## config.mk

```make
export PLATFORM = sky130hd
export DESIGN_NAME = smw_window_dec
export DESIGN_NICKNAME = d
export VERILOG_FILES = /design/src/rtl/smw_pkg.sv /design/src/rtl/smw_cfg_regs.sv /design/src/rtl/smw_match.sv /design/src/rtl/smw_guard.sv /design/src/rtl/smw_window_dec.sv
export SDC_FILE = /design/constraint.sdc
export NUM_CORES = 1
export LEC_CHECK = 0
export BUFFER_PORTS_ARGS = -buffer_cell sky130_fd_sc_hd__buf_2
export CAP_MARGIN = 40
export CORE_UTILIZATION = 33
export CTS_CLUSTER_DIAMETER = 30
export DETAILED_ROUTE_END_ITERATION = 10
export PLACE_DENSITY = 0.75
export RECOVER_POWER = 100
export SYNTH_ARGS = -nofsm -noshare
export SYNTH_HDL_FRONTEND = slang
export SYNTH_SLANG_ARGS = --single-unit
export TNS_END_PERCENT = 1
```

## constraint.sdc

```tcl
create_clock -name clk_i -period 1.4 [get_ports clk_i]
set_input_delay 0.28 -clock clk_i [delete_from_list [all_inputs] [get_ports clk_i]]
set_output_delay 0.28 -clock clk_i [all_outputs]
set_load 0.01 [all_outputs]
```

## src/rtl/smw_pkg.sv

```systemverilog
package smw_pkg;
  localparam int HOST_AW  = 20;
  localparam int BASE_LSB = 13;
  localparam int BASE_W   = HOST_AW - BASE_LSB;
  localparam int SIZE_W   = 2;
  localparam int LOC_AW   = BASE_LSB + (1 << SIZE_W) - 1;
  localparam int PG_W     = LOC_AW - BASE_LSB;
  localparam int DW       = 8;

  typedef enum logic [1:0] {
    SEL_BASE = 2'd0,
    SEL_SIZE = 2'd1,
    SEL_PAGE = 2'd2,
    SEL_RSVD = 2'd3
  } cfg_sel_e;

  typedef struct packed {
    logic              win_en;
    logic [BASE_W-1:0] base;
    logic [SIZE_W-1:0] size_code;
    logic              pg_en;
    logic [PG_W-1:0]   page;
  } win_cfg_t;
endpackage

```

## src/rtl/smw_cfg_regs.sv

```systemverilog
module smw_cfg_regs
  import smw_pkg::*;
#(
  parameter logic [PG_W-1:0] PAGE_MASK = '1
) (
  input  logic          clk_i,
  input  logic          rst_ni,
  input  logic          we_i,
  input  logic [1:0]    sel_i,
  input  logic [DW-1:0] wdata_i,
  output logic [DW-1:0] rdata_o,
  output win_cfg_t      cfg_o
);
  win_cfg_t cfg_q;

  always_ff @(posedge clk_i or negedge rst_ni) begin
    if (!rst_ni) begin
      cfg_q <= '0;
    end else if (we_i) begin
      case (cfg_sel_e'(sel_i))
        SEL_BASE: begin
          cfg_q.base   <= wdata_i[DW-1:1];
          cfg_q.win_en <= 1'b1;
        end
        SEL_SIZE: cfg_q.size_code <= wdata_i[3:2];
        SEL_PAGE: begin
          cfg_q.pg_en <= &wdata_i[7:6];
          cfg_q.page  <= wdata_i[PG_W-1:0] & PAGE_MASK;
        end
        default: ;
      endcase
    end
  end

  always_comb begin
    rdata_o = '0;
    case (cfg_sel_e'(sel_i))
      SEL_BASE: rdata_o = {cfg_q.base, 1'b0};
      SEL_SIZE: rdata_o[3:2] = cfg_q.size_code;
      SEL_PAGE: begin
        rdata_o[7:6]      = {2{cfg_q.pg_en}};
        rdata_o[PG_W-1:0] = cfg_q.page;
      end
      default: rdata_o = '0;
    endcase
  end

  assign cfg_o = cfg_q;


  size_readback_chk: assert property (@(posedge clk_i) disable iff (!rst_ni)
    ($past(we_i) && $past(sel_i) == SEL_SIZE && sel_i == SEL_SIZE)
      |-> rdata_o[3:2] == $past(wdata_i[3:2]));
endmodule

```

## src/rtl/smw_match.sv

```systemverilog
module smw_match
  import smw_pkg::*;
(
  input  logic               valid_i,
  input  logic [HOST_AW-1:0] addr_i,
  input  win_cfg_t           cfg_i,
  output logic               hit_o,
  output logic [LOC_AW-1:0]  loc_o
);
  logic [BASE_W-1:0] cmp_mask;
  logic [LOC_AW-1:0] off_mask;
  logic [BASE_W-1:0] diff;

  always_comb begin
    cmp_mask = cfg_i.pg_en ? '1 : ({BASE_W{1'b1}} << cfg_i.size_code);
    diff     = addr_i[HOST_AW-1:BASE_LSB] ^ cfg_i.base;
    hit_o    = valid_i && cfg_i.win_en && ((diff & cmp_mask) == '0);
  end

  always_comb begin
    off_mask = ~({LOC_AW{1'b1}} << (BASE_LSB + int'(cfg_i.size_code)));
    if (cfg_i.pg_en) loc_o = {cfg_i.page, addr_i[BASE_LSB-1:0]};
    else             loc_o = addr_i[LOC_AW-1:0] & off_mask;
  end
endmodule

```

## src/rtl/smw_guard.sv

```systemverilog
module smw_guard
  import smw_pkg::*;
#(
  parameter int RAM_BYTES = 24576
) (
  input  logic              clk_i,
  input  logic              rst_ni,
  input  logic              hit_i,
  input  logic              we_i,
  input  logic [LOC_AW-1:0] loc_i,
  input  logic [DW-1:0]     ram_rdata_i,
  output logic              ram_we_o,
  output logic [DW-1:0]     rdata_o,
  output logic              viol_o
);
  localparam logic [LOC_AW:0] LIMIT = (LOC_AW+1)'(RAM_BYTES);

  logic oob;
  logic viol_q;

  assign oob      = {1'b0, loc_i} >= LIMIT;
  assign ram_we_o = hit_i && we_i && !oob;
  assign rdata_o  = (hit_i && !oob) ? ram_rdata_i : '0;

  always_ff @(posedge clk_i or negedge rst_ni) begin
    if (!rst_ni) viol_q <= 1'b0;
    else         viol_q <= hit_i && we_i && oob;
  end

  assign viol_o = viol_q;


  viol_cause_chk: assert property (@(posedge clk_i) disable iff (!rst_ni)
    viol_o |-> $past(hit_i && we_i));
endmodule

```

## src/rtl/smw_window_dec.sv

```systemverilog
module smw_window_dec
  import smw_pkg::*;
#(
  parameter int               RAM_BYTES = 24576,
  parameter logic [PG_W-1:0]  PAGE_MASK = '1
) (
  input  logic               clk_i,
  input  logic               rst_ni,
  input  logic               cfg_we_i,
  input  logic [1:0]         cfg_sel_i,
  input  logic [DW-1:0]      cfg_wdata_i,
  output logic [DW-1:0]      cfg_rdata_o,
  input  logic               host_valid_i,
  input  logic               host_we_i,
  input  logic [HOST_AW-1:0] host_addr_i,
  input  logic [DW-1:0]      host_wdata_i,
  output logic [DW-1:0]      host_rdata_o,
  output logic               hit_o,
  output logic [LOC_AW-1:0]  ram_addr_o,
  output logic               ram_we_o,
  output logic [DW-1:0]      ram_wdata_o,
  input  logic [DW-1:0]      ram_rdata_i,
  output logic               viol_o
);
  win_cfg_t cfg;

  smw_cfg_regs #(.PAGE_MASK(PAGE_MASK)) i_regs (
    .clk_i   (clk_i),
    .rst_ni  (rst_ni),
    .we_i    (cfg_we_i),
    .sel_i   (cfg_sel_i),
    .wdata_i (cfg_wdata_i),
    .rdata_o (cfg_rdata_o),
    .cfg_o   (cfg)
  );

  smw_match i_match (
    .valid_i (host_valid_i),
    .addr_i  (host_addr_i),
    .cfg_i   (cfg),
    .hit_o   (hit_o),
    .loc_o   (ram_addr_o)
  );

  smw_guard #(.RAM_BYTES(RAM_BYTES)) i_guard (
    .clk_i       (clk_i),
    .rst_ni      (rst_ni),
    .hit_i       (hit_o),
    .we_i        (host_we_i),
    .loc_i       (ram_addr_o),
    .ram_rdata_i (ram_rdata_i),
    .ram_we_o    (ram_we_o),
    .rdata_o     (host_rdata_o),
    .viol_o      (viol_o)
  );

  assign ram_wdata_o = host_wdata_i;


  closed_no_hit_chk: assert property (@(posedge clk_i) disable iff (!rst_ni)
    !cfg.win_en |-> !hit_o);

  idle_no_hit_chk: assert property (@(posedge clk_i) disable iff (!rst_ni)
    hit_o |-> host_valid_i);

  we_in_range_chk: assert property (@(posedge clk_i) disable iff (!rst_ni)
    ram_we_o |-> (hit_o && host_we_i && (32'(ram_addr_o) < RAM_BYTES)));

  rdata_on_hit_chk: assert property (@(posedge clk_i) disable iff (!rst_ni)
    (host_rdata_o != '0) |-> hit_o);
endmodule

```

==> results of run 1 <==
[where the power goes]
group / internal [mW] / total [mW] / switching (mW)
clock: 0.106 / 0.255 / 0.148
combinational: 0.397 / 0.730 / 0.333
sequential: 0.505 / 0.572 / 0.0676
[logic make-up (layout without fill, tap and decap cells)]
logic type / count (synthesis) / count (layout) / synth area share, %
AOI/OAI and AO/OA: 13 / 14 / 9.55
xor gates and xnor gates: 7 / 7 / 5.85
buffers and inverters: 26 / 82 / 14.0
DFF: 15 / 15 / 35.8
muxes: 15 / 15 / 15.8
and+or+nand+nor: 35 / 36 / 19.1
[how the worst min path moves through the flow]
stage                   startpoint  slack [ns]  cells past startpoint                      endpoint
finish              cfg_wdata_i[5]        0.20                      2  i_regs.cfg_o[10]$_DFFE_PN0P_
global route        cfg_wdata_i[5]        0.20                      2  i_regs.cfg_o[10]$_DFFE_PN0P_
CTS                 cfg_wdata_i[5]        0.20                      2  i_regs.cfg_o[10]$_DFFE_PN0P_
detailed placement          rst_ni        0.21                      1   i_regs.cfg_o[1]$_DFFE_PN0P_
global placement            rst_ni        0.21                      1   i_regs.cfg_o[2]$_DFFE_PN0P_
floorplan                   rst_ni       -0.02                      0      i_guard.viol_o$_DFF_PN0_
[metal layers]
| metal | up-vias | track usage [%] | routed length (um) |
|---|---|---|---|
| li1 | 482 | - | - |
| met1 | 494 | 20.8 | 1270 |
| met2 | 55 | 36.5 | 1620 |
| met3 | 12 | 3.74 | 216 |
| met4 | 0 | 9.18 | 79 |
| met5 | - | 0 | 0 |
[critical path, stage by stage, from the launching register on]
cell	delay [ns]
dfrtp_2	0.45
nand3b_1	0.23
a22oi_4	0.18
and4_4	0.26
and3_4	0.17
buf_2	0.12
[through the flow]
stage	worst slack [ns]	hold WS (ns)	util [%]
finish	-0.591	0.197	54.2
global route	-0.653	0.199	54.2
CTS	-0.579	0.196	53.2
detailed placement	-0.383	0.214	48.2
global placement	-0.319	0.208	48.2
floorplan	-0.204	-0.0156	-
[cells in the mapped netlist]
cell type and n:
a21oi_1 2, or2_1 1, o21ai_0 3, nand3_1 1
mux2_1 10, mux2_2 2, buf_6 2, nand2_1 7
buf_2 3, nor2b_4 1, clkbuf_1 13, o21bai_1 1
nand3b_1 2, and3_1 8, nand2b_1 2, o21ai_1 2
o2111a_1 1, a21oi_2 1, dfrtp_1 15, and2_1 5
and4_1 1, buf_4 8, mux2i_1 3, xor2_1 4
a22o_1 1, a22oi_4 1, a211oi_1 1, nand4_1 1
xnor2_1 3, nor2_1 5, nor2b_1 1
[what timing repair did]
action,in CTS,in global routing
gates resized for setup,23,11
setup endpoints to repair,18,21
hold endpoints to repair,15,0
pin swaps,4,4
buffers inserted,1,0
hold buffers,1,0
gates cloned,2,0
[layout make-up]
class                   count  area share (%)
clock buffers               3            1.37
flip-flops and latches     15            23.0
clock inverters             1           0.305
multi-input cells          72            41.0
repair buffers             78            31.0
well taps                  44            3.36
[state kept, by name, indices dropped and copies added, names as in the netlist]
signal,cells
i_guard.viol_o,1
i_regs.cfg_o,14
==> results_dict.tcl, run 1 <==
set metrics [dict create \
    status "complete, but fails checks" \
    violations "setup timing" \
    rows 20 \
    cts_root_buffer "clkbuf_4" \
    initial_core_util_pct 34.6 \
    period_minus_slack_ns 1.99 \
    die_h_um 58.4 \
    grt_pass1_wl_um 4910 \
    synth_area_um2 1050 \
    drc_errors 0 \
    tightest_slew_ns 0.856 \
    drtPass1Iterations 4 \
    worstPathRequired_ns 1.12 \
    post-route-worst-setup-slack_ns -0.591 \
    min_path_type "input pin to flop" \
    drive_gt1_share_pct 62.7 \
    layout_common_cells "buf_2, buf_4, dfrtp_1" \
    insertion_delay_ns 0.29 \
    grt_setup_unrepaired "yes" \
    port_buffers 51 \
    setup_viol 18 \
    io_pins 94 \
    ys_ff_latch 15 \
    multi_input_area_um2 672 \
    cts_max_level 1 \
    r2r_slack_ns 0.07 \
    routed_wl_um 3190 \
    fin_area_um2 1640 \
    antenna_found_initial 0 \
    nNetsFinal 221 \
    grt_use_total_pct 19.4 \
    vias_per_cell 4.90 \
    ys_seq_area_share_pct 35.8 \
    design_power_total_mw 1.56 \
    postRouteAntennaNets 0 \
    synthTopCellsByArea "dfrtp_1, mux2_1, buf_4" \
    drv_cap 0 \
    clock_path_buffers 2 \
    critPathCaptureType "output pin" \
    path_class "flop to output pin" \
    crit_end "host_rdata_o[5]" \
    ir_worst_vdd_uv 553 \
    syn_inst 111 \
    clock-sinks 15 \
    cts_tree "done" \
    yosysTopAreaCellShare_pct 35.8 \
    dp_cells 205 \
    core_um2 3030 \
    die_x_um 58.4 \
    hold_viol 0 \
    fin_cells 213 \
    hpwl_um 2390 \
    p_leak_nw 0.783 \
    clock.fmax_ghz 0.502 \
    finalCritPeriodShare_pct 142 \
    insertedDiodeCount 0 \
    dr_total_vias 1043 \
    grt_max_degree 16 \
    final_common_cell "buf_2" \
    regArea_um2 378 \
    rr_worst_depth 5 \
    slew_violations 0 \
    r2r_end "i_guard.viol_o$_DFF_PN0_" \
    dpl_cell_area_um2 1460 \
    skew_ns 0.00849 \
    drt-wirelength-per-cell_um 15.0 \
    path_clk_slew_ns 0.10 \
    critical_path.startpoint "i_regs.cfg_o[3]$_DFFE_PN0P_" \
    startpoint_type "flop" \
    first_iter_violations 32 \
    die-area_um2 3410 \
    syn_to_final_growth_pct 56.4 \
    yosys_warnings 0 \
    avgSynthCellArea_um2 9.45 \
    worstReg2RegStart "i_regs.cfg_o[3]$_DFFE_PN0P_" \
    synth_fp_nets 162 \
    p_per_area_nw_per_um2 949 \
    cts_buffers 3 \
    slew-limit-headroom_pct 42.9 \
    fill_cells 255 \
    grt_pass1_vias 1082 \
    synth.distinct_cells 31 \
    cp_data_arrival_time_ns 1.71 \
    grt_remaining_overflow 0 \
    setup_tns_ns -7.16 \
    yosys.area.top_type "dfrtp_1" \
    worstPathMaxFanout 4 \
    place.gp.congestion 0.812 \
]
(Power assumes the default switching activity.)
==> inputs of run 2 (changes only) <==
--- a/config.mk
+++ b/config.mk
@@ -7,6 +7,7 @@
 export LEC_CHECK = 0
 export BUFFER_PORTS_ARGS = -buffer_cell sky130_fd_sc_hd__buf_2
 export CAP_MARGIN = 40
+export CORE_ASPECT_RATIO = 1.4
 export CORE_UTILIZATION = 33
 export CTS_CLUSTER_DIAMETER = 30
 export DETAILED_ROUTE_END_ITERATION = 10
==> constraint.sdc (replaced) <==
create_clock -name clk_i -period 1.4 [get_ports clk_i]
set_input_delay 0.07 -clock clk_i [delete_from_list [all_inputs] [get_ports clk_i]]
set_output_delay 0.07 -clock clk_i [all_outputs]
set_load 0.01 [all_outputs]
==> results_dict.tcl, run 2 (synthesized netlist as in run 1, its figures left out) <==
set metrics [dict create \
    status "complete, but fails checks" \
    violations "setup timing" \
    finalCritPeriodShare_pct 123 \
    rows 23 \
    path_class "flop to output pin" \
    port_buffers 51 \
    io_pins 94 \
    setup_viol 13 \
    cts_buffers 3 \
    dp_cells 189 \
    cp_data_arrival_time_ns 1.65 \
    clock-sinks 15 \
    slew_violations 0 \
    cts_root_buffer "clkbuf_8" \
    core_um2 2940 \
    clock_path_buffers 2 \
    slew-limit-headroom_pct 43.9 \
    drtPass1Iterations 4 \
    grt_use_total_pct 20.6 \
    fin_area_um2 1490 \
    syn_to_final_growth_pct 42.0 \
    nNetsFinal 212 \
    startpoint_type "flop" \
    antenna_found_initial 0 \
    final_util_pct 50.7 \
    grt_pass1_vias 1108 \
    hold_viol 0 \
    clock.fmax_ghz 0.580 \
    final_common_cell "buf_2" \
    p_per_area_nw_per_um2 1040 \
    grt_max_degree 16 \
    dr_total_vias 1014 \
    grt_remaining_overflow 0 \
    tightest_slew_ns 0.841 \
    skew_ns 0.00348 \
    layout_common_cells "buf_2, buf_4, dfrtp_1" \
    cts_max_level 1 \
    p_leak_nw 0.730 \
    die_x_um 49.6 \
    die-area_um2 3410 \
    worstPathRequired_ns 1.33 \
    post-route-worst-setup-slack_ns -0.324 \
    place.gp.congestion 0.850 \
    vias_per_cell 5.15 \
    insertion_delay_ns 0.24 \
    drt-wirelength-per-cell_um 16.9 \
    routed_wl_um 3330 \
    fin_cells 197 \
    worstPathMaxFanout 7 \
    first_iter_violations 12 \
    drive_gt1_share_pct 50.6 \
    postRouteAntennaNets 0 \
    largest_register_ffs 14 \
    cts_tree "done" \
    dpl_cell_area_um2 1320 \
    grt_pass1_wl_um 5040 \
    insertedDiodeCount 0 \
    die_h_um 68.7 \
    drc_errors 0 \
    initial_core_util_pct 35.7 \
    path_clk_slew_ns 0.06 \
    ir_worst_vdd_uv 438 \
    hpwl_um 2620 \
    min_path_type "input pin to flop" \
    period_minus_slack_ns 1.72 \
    critPathCaptureType "output pin" \
    grt_setup_unrepaired "yes" \
    drv_cap 0 \
]
[run 2: cell types whose count changed in the layout (fill, tap and decap cells not counted), moves of 2 or more]
| cell | previous run | this run |
|---|---|---|
| clkbuf_4 | 3 | 1 |
| o21ai_2 | 2 | 0 |
| clkbuf_1 | 6 | 8 |
| and3_1 | 0 | 5 |
| a21oi_2 | 2 | 0 |
| clkbuf_8 | 0 | 3 |
| buf_2 | 41 | 39 |
| buf_6 | 12 | 3 |
| and3_4 | 8 | 3 |
| a21oi_1 | 0 | 2 |
| buf_4 | 18 | 16 |
| clkbuf_2 | 0 | 2 |
[run 2: timing repair]
item,in CTS,in global routing
hold buffers,1,0
pin swaps,9,2
buffers inserted,1,0
setup endpoints to repair,13,14
endpoints found under the hold margin,15,0
gates resized for setup,18,3
cloned,2,0
[run 2: through the flow]
stage,TNS (ns),power (mW),setup WS (ns),hold slack (ns)
3_3_place_gp,-0.577,1.09,-0.101,-0.00820
6_report,-3.05,1.55,-0.324,0.0479
2_1_floorplan,-0.0392,0.885,-0.00490,-0.226
4_1_cts,-3.08,1.55,-0.322,0.0448
3_5_place_dp,-1.25,1.11,-0.172,-0.00394
5_1_grt,-3.93,1.65,-0.384,0.0486
[run 2: cell type report]
type                            count  area, um2
Tap cell                           37       46.3
Timing Repair Buffer               69        403
Multi-Input combinational cell     72        618
Sequential cell                    15        377
Clock buffer                        4       45.0
Fill cell                         271       1450
[run 2: final timing paths]
| kind | from | end | slack, ns | cells past startpoint |
|---|---|---|---|---|
| max | i_regs.cfg_o[3]$_DFFE_PN0P_ | host_rdata_o[1] | -0.32 | 5 |
| min | cfg_wdata_i[4] | i_regs.cfg_o[9]$_DFFE_PN0P_ | 0.05 | 2 |
| max reg2reg | i_regs.cfg_o[3]$_DFFE_PN0P_ | i_guard.viol_o$_DFF_PN0_ | -0.04 | 6 |
| min reg2reg | i_regs.cfg_o[13]$_DFFE_PN0P_ | i_regs.cfg_o[13]$_DFFE_PN0P_ | 0.48 | 1 |
| max in group asynchronous | rst_ni | i_regs.cfg_o[5]$_DFFE_PN0P_ | 0.38 | 2 |
| min in group asynchronous | rst_ni | i_regs.cfg_o[0]$_DFFE_PN0P_ | 0.44 | 2 |
[run 2: layer usage]
metal  GRT usage, %  up-vias  part of all wire (%)
li1               -      460                     -
met3           6.14       16                   7.8
met5              0        -                     0
met2           41.0       57                    59
met1           16.5      481                    29
met4           16.1        0                   4.7
[run 2: critical path, stage by stage, from the launching register on]
cell,delay (ns)
dfrtp_1,0.43
buf_4,0.20
a22o_4,0.29
a21oi_4,0.18
and3_1,0.19
buf_2,0.13
[run 2: power by group]
part,total (mW),switching (mW),internal (mW)
combinational,0.638,0.308,0.330
sequential,0.569,0.0642,0.505
clock,0.344,0.143,0.201
==> inputs of run 3 (changes only) <==
--- a/config.mk
+++ b/config.mk
@@ -11,6 +11,7 @@
 export CORE_UTILIZATION = 33
 export CTS_CLUSTER_DIAMETER = 30
 export DETAILED_ROUTE_END_ITERATION = 10
+export GPL_ROUTABILITY_DRIVEN = 0
 export PLACE_DENSITY = 0.75
 export RECOVER_POWER = 100
 export SYNTH_ARGS = -nofsm -noshare
==> constraint.sdc (replaced) <==
create_clock -name clk_i -period 1.4 [get_ports clk_i]
set_input_delay 0.28 -clock clk_i [delete_from_list [all_inputs] [get_ports clk_i]]
set_output_delay 0.28 -clock clk_i [all_outputs]
set_load 0.01 [all_outputs]
==> results_dict.tcl, run 3 (synthesized netlist as in run 1, its figures left out) <==
set metrics [dict create \
    vias_per_cell 5.05 \
    grt_remaining_overflow 0 \
    grt_max_degree 16 \
    multi_input_area_um2 674 \
    postRouteAntennaNets 0 \
    io_pins 94 \
    hpwl_um 2480 \
    clock.fmax_ghz 0.504 \
    insertedDiodeCount 0 \
    finalCritPeriodShare_pct 142 \
    grt_pass1_vias 1116 \
    dr_total_vias 1045 \
    nNetsFinal 222 \
    drt-wirelength-per-cell_um 15.5 \
    core_um2 2940 \
    drtPass1Iterations 5 \
    initial_core_util_pct 35.7 \
    critPathCaptureType "output pin" \
    tightest_slew_ns 0.830 \
    path_clk_slew_ns 0.06 \
    insertion_delay_ns 0.24 \
    period_minus_slack_ns 1.99 \
    die_x_um 49.6 \
    port_buffers 51 \
    min_path_type "input pin to flop" \
    grt_pass1_wl_um 4880 \
    timing.hold.ws_ns 0.247 \
    hold_viol 0 \
    slew-limit-headroom_pct 44.7 \
    ir_worst_vdd_uv 663 \
    drv_cap 0 \
    largest_register_ffs 14 \
    path_class "flop to output pin" \
    die_h_um 68.7 \
    cts_tree "done" \
    dpl_cell_area_um2 1450 \
    routed_wl_um 3210 \
    worstPathRequired_ns 1.12 \
    layout_common_cells "buf_2, buf_4, dfrtp_1" \
    fin_area_um2 1650 \
    worstPathMaxFanout 5 \
    cts_buffers 3 \
    regArea_um2 378 \
    first_iter_violations 12 \
    p_leak_nw 0.790 \
    r2r_slack_ns -0.05 \
    cp_data_arrival_time_ns 1.71 \
    skew_ns 0.00252 \
    antenna_found_initial 0 \
    p_per_area_nw_per_um2 1000 \
    slew_violations 0 \
    drive_gt1_share_pct 61.2 \
    startpoint_type "flop" \
    violations "setup timing" \
    clock-sinks 15 \
    rows 23 \
    design_power_total_mw 1.65 \
    drc_errors 0 \
    cts_max_level 1 \
    grt_use_total_pct 19.8 \
    cts_root_buffer "clkbuf_8" \
    post-route-worst-setup-slack_ns -0.585 \
    syn_to_final_growth_pct 57.0 \
    grt_setup_unrepaired "yes" \
    die-area_um2 3410 \
    fill_cells 260 \
    status "complete, but fails checks" \
    clock_path_buffers 2 \
    final_common_cell "buf_2" \
    setup_viol 17 \
]
[run 3: metrics by stage]
| step | std cells | utilization [%] | TNS [ns] | worst slack, ns |
|---|---|---|---|---|
| 2_1_floorplan | 111 | - | -1.81 | -0.204 |
| 3_3_place_gp | 198 | 49.4 | -3.07 | -0.331 |
| 3_5_place_dp | 198 | 49.4 | -4.06 | -0.411 |
| 4_1_cts | 207 | 54.0 | -6.62 | -0.539 |
| 5_1_grt | 207 | 56.1 | -7.88 | -0.690 |
| 6_report | 207 | 56.1 | -6.29 | -0.585 |
[run 3: worst paths after layout]
path / end / depth (start not counted) / from
hold / removal: i_regs.cfg_o[0]$_DFFE_PN0P_ / 2 / cfg_wdata_i[0]
hold reg to reg: i_regs.cfg_o[13]$_DFFE_PN0P_ / 1 / i_regs.cfg_o[13]$_DFFE_PN0P_
setup / recovery: ram_we_o / 5 / i_regs.cfg_o[5]$_DFFE_PN0P_
min in group asynchronous: i_regs.cfg_o[12]$_DFFE_PN0P_ / 2 / rst_ni
setup reg to reg: i_guard.viol_o$_DFF_PN0_ / 6 / i_regs.cfg_o[5]$_DFFE_PN0P_
max in group asynchronous: i_regs.cfg_o[3]$_DFFE_PN0P_ / 2 / rst_ni
[run 3: final cells by class]
cell class	instances	area share (%)
multi-input combinational	72	41.0
clock buffer	4	2.74
tap	37	2.81
sequential	15	22.9
timing repair buffer	79	30.5
[run 3: what timing repair did]
item | in CTS | in global routing
buffers inserted | 2 | 0
hold endpoints to repair | 15 | 0
hold buffers | 1 | 0
gates cloned | 2 | 0
endpoints found under the setup margin | 18 | 19
pin swaps | 6 | 3
resized for setup | 15 | 16
[run 3: routing by layer]
layer	GRT usage (%)	part of all wire, %	vias up
li1	-	-	487
met1	16.9	32	498
met3	2.85	5.1	14
met2	41.0	60	46
met5	0	0	-
met4	14.6	3.7	0
[run 3: critical path, cell delays in order (launching register included)]
cell and delay [ns]:
dfrtp_1 0.41, nor2b_4 0.19, o2111a_1 0.24, nand4_1 0.18, a211oi_2 0.26, buf_2 0.18
[run 3: where the power goes]
group	switching [mW]	internal [mW]	total, mW
logic	0.332	0.393	0.725
clock network	0.143	0.201	0.344
registers	0.0715	0.506	0.577
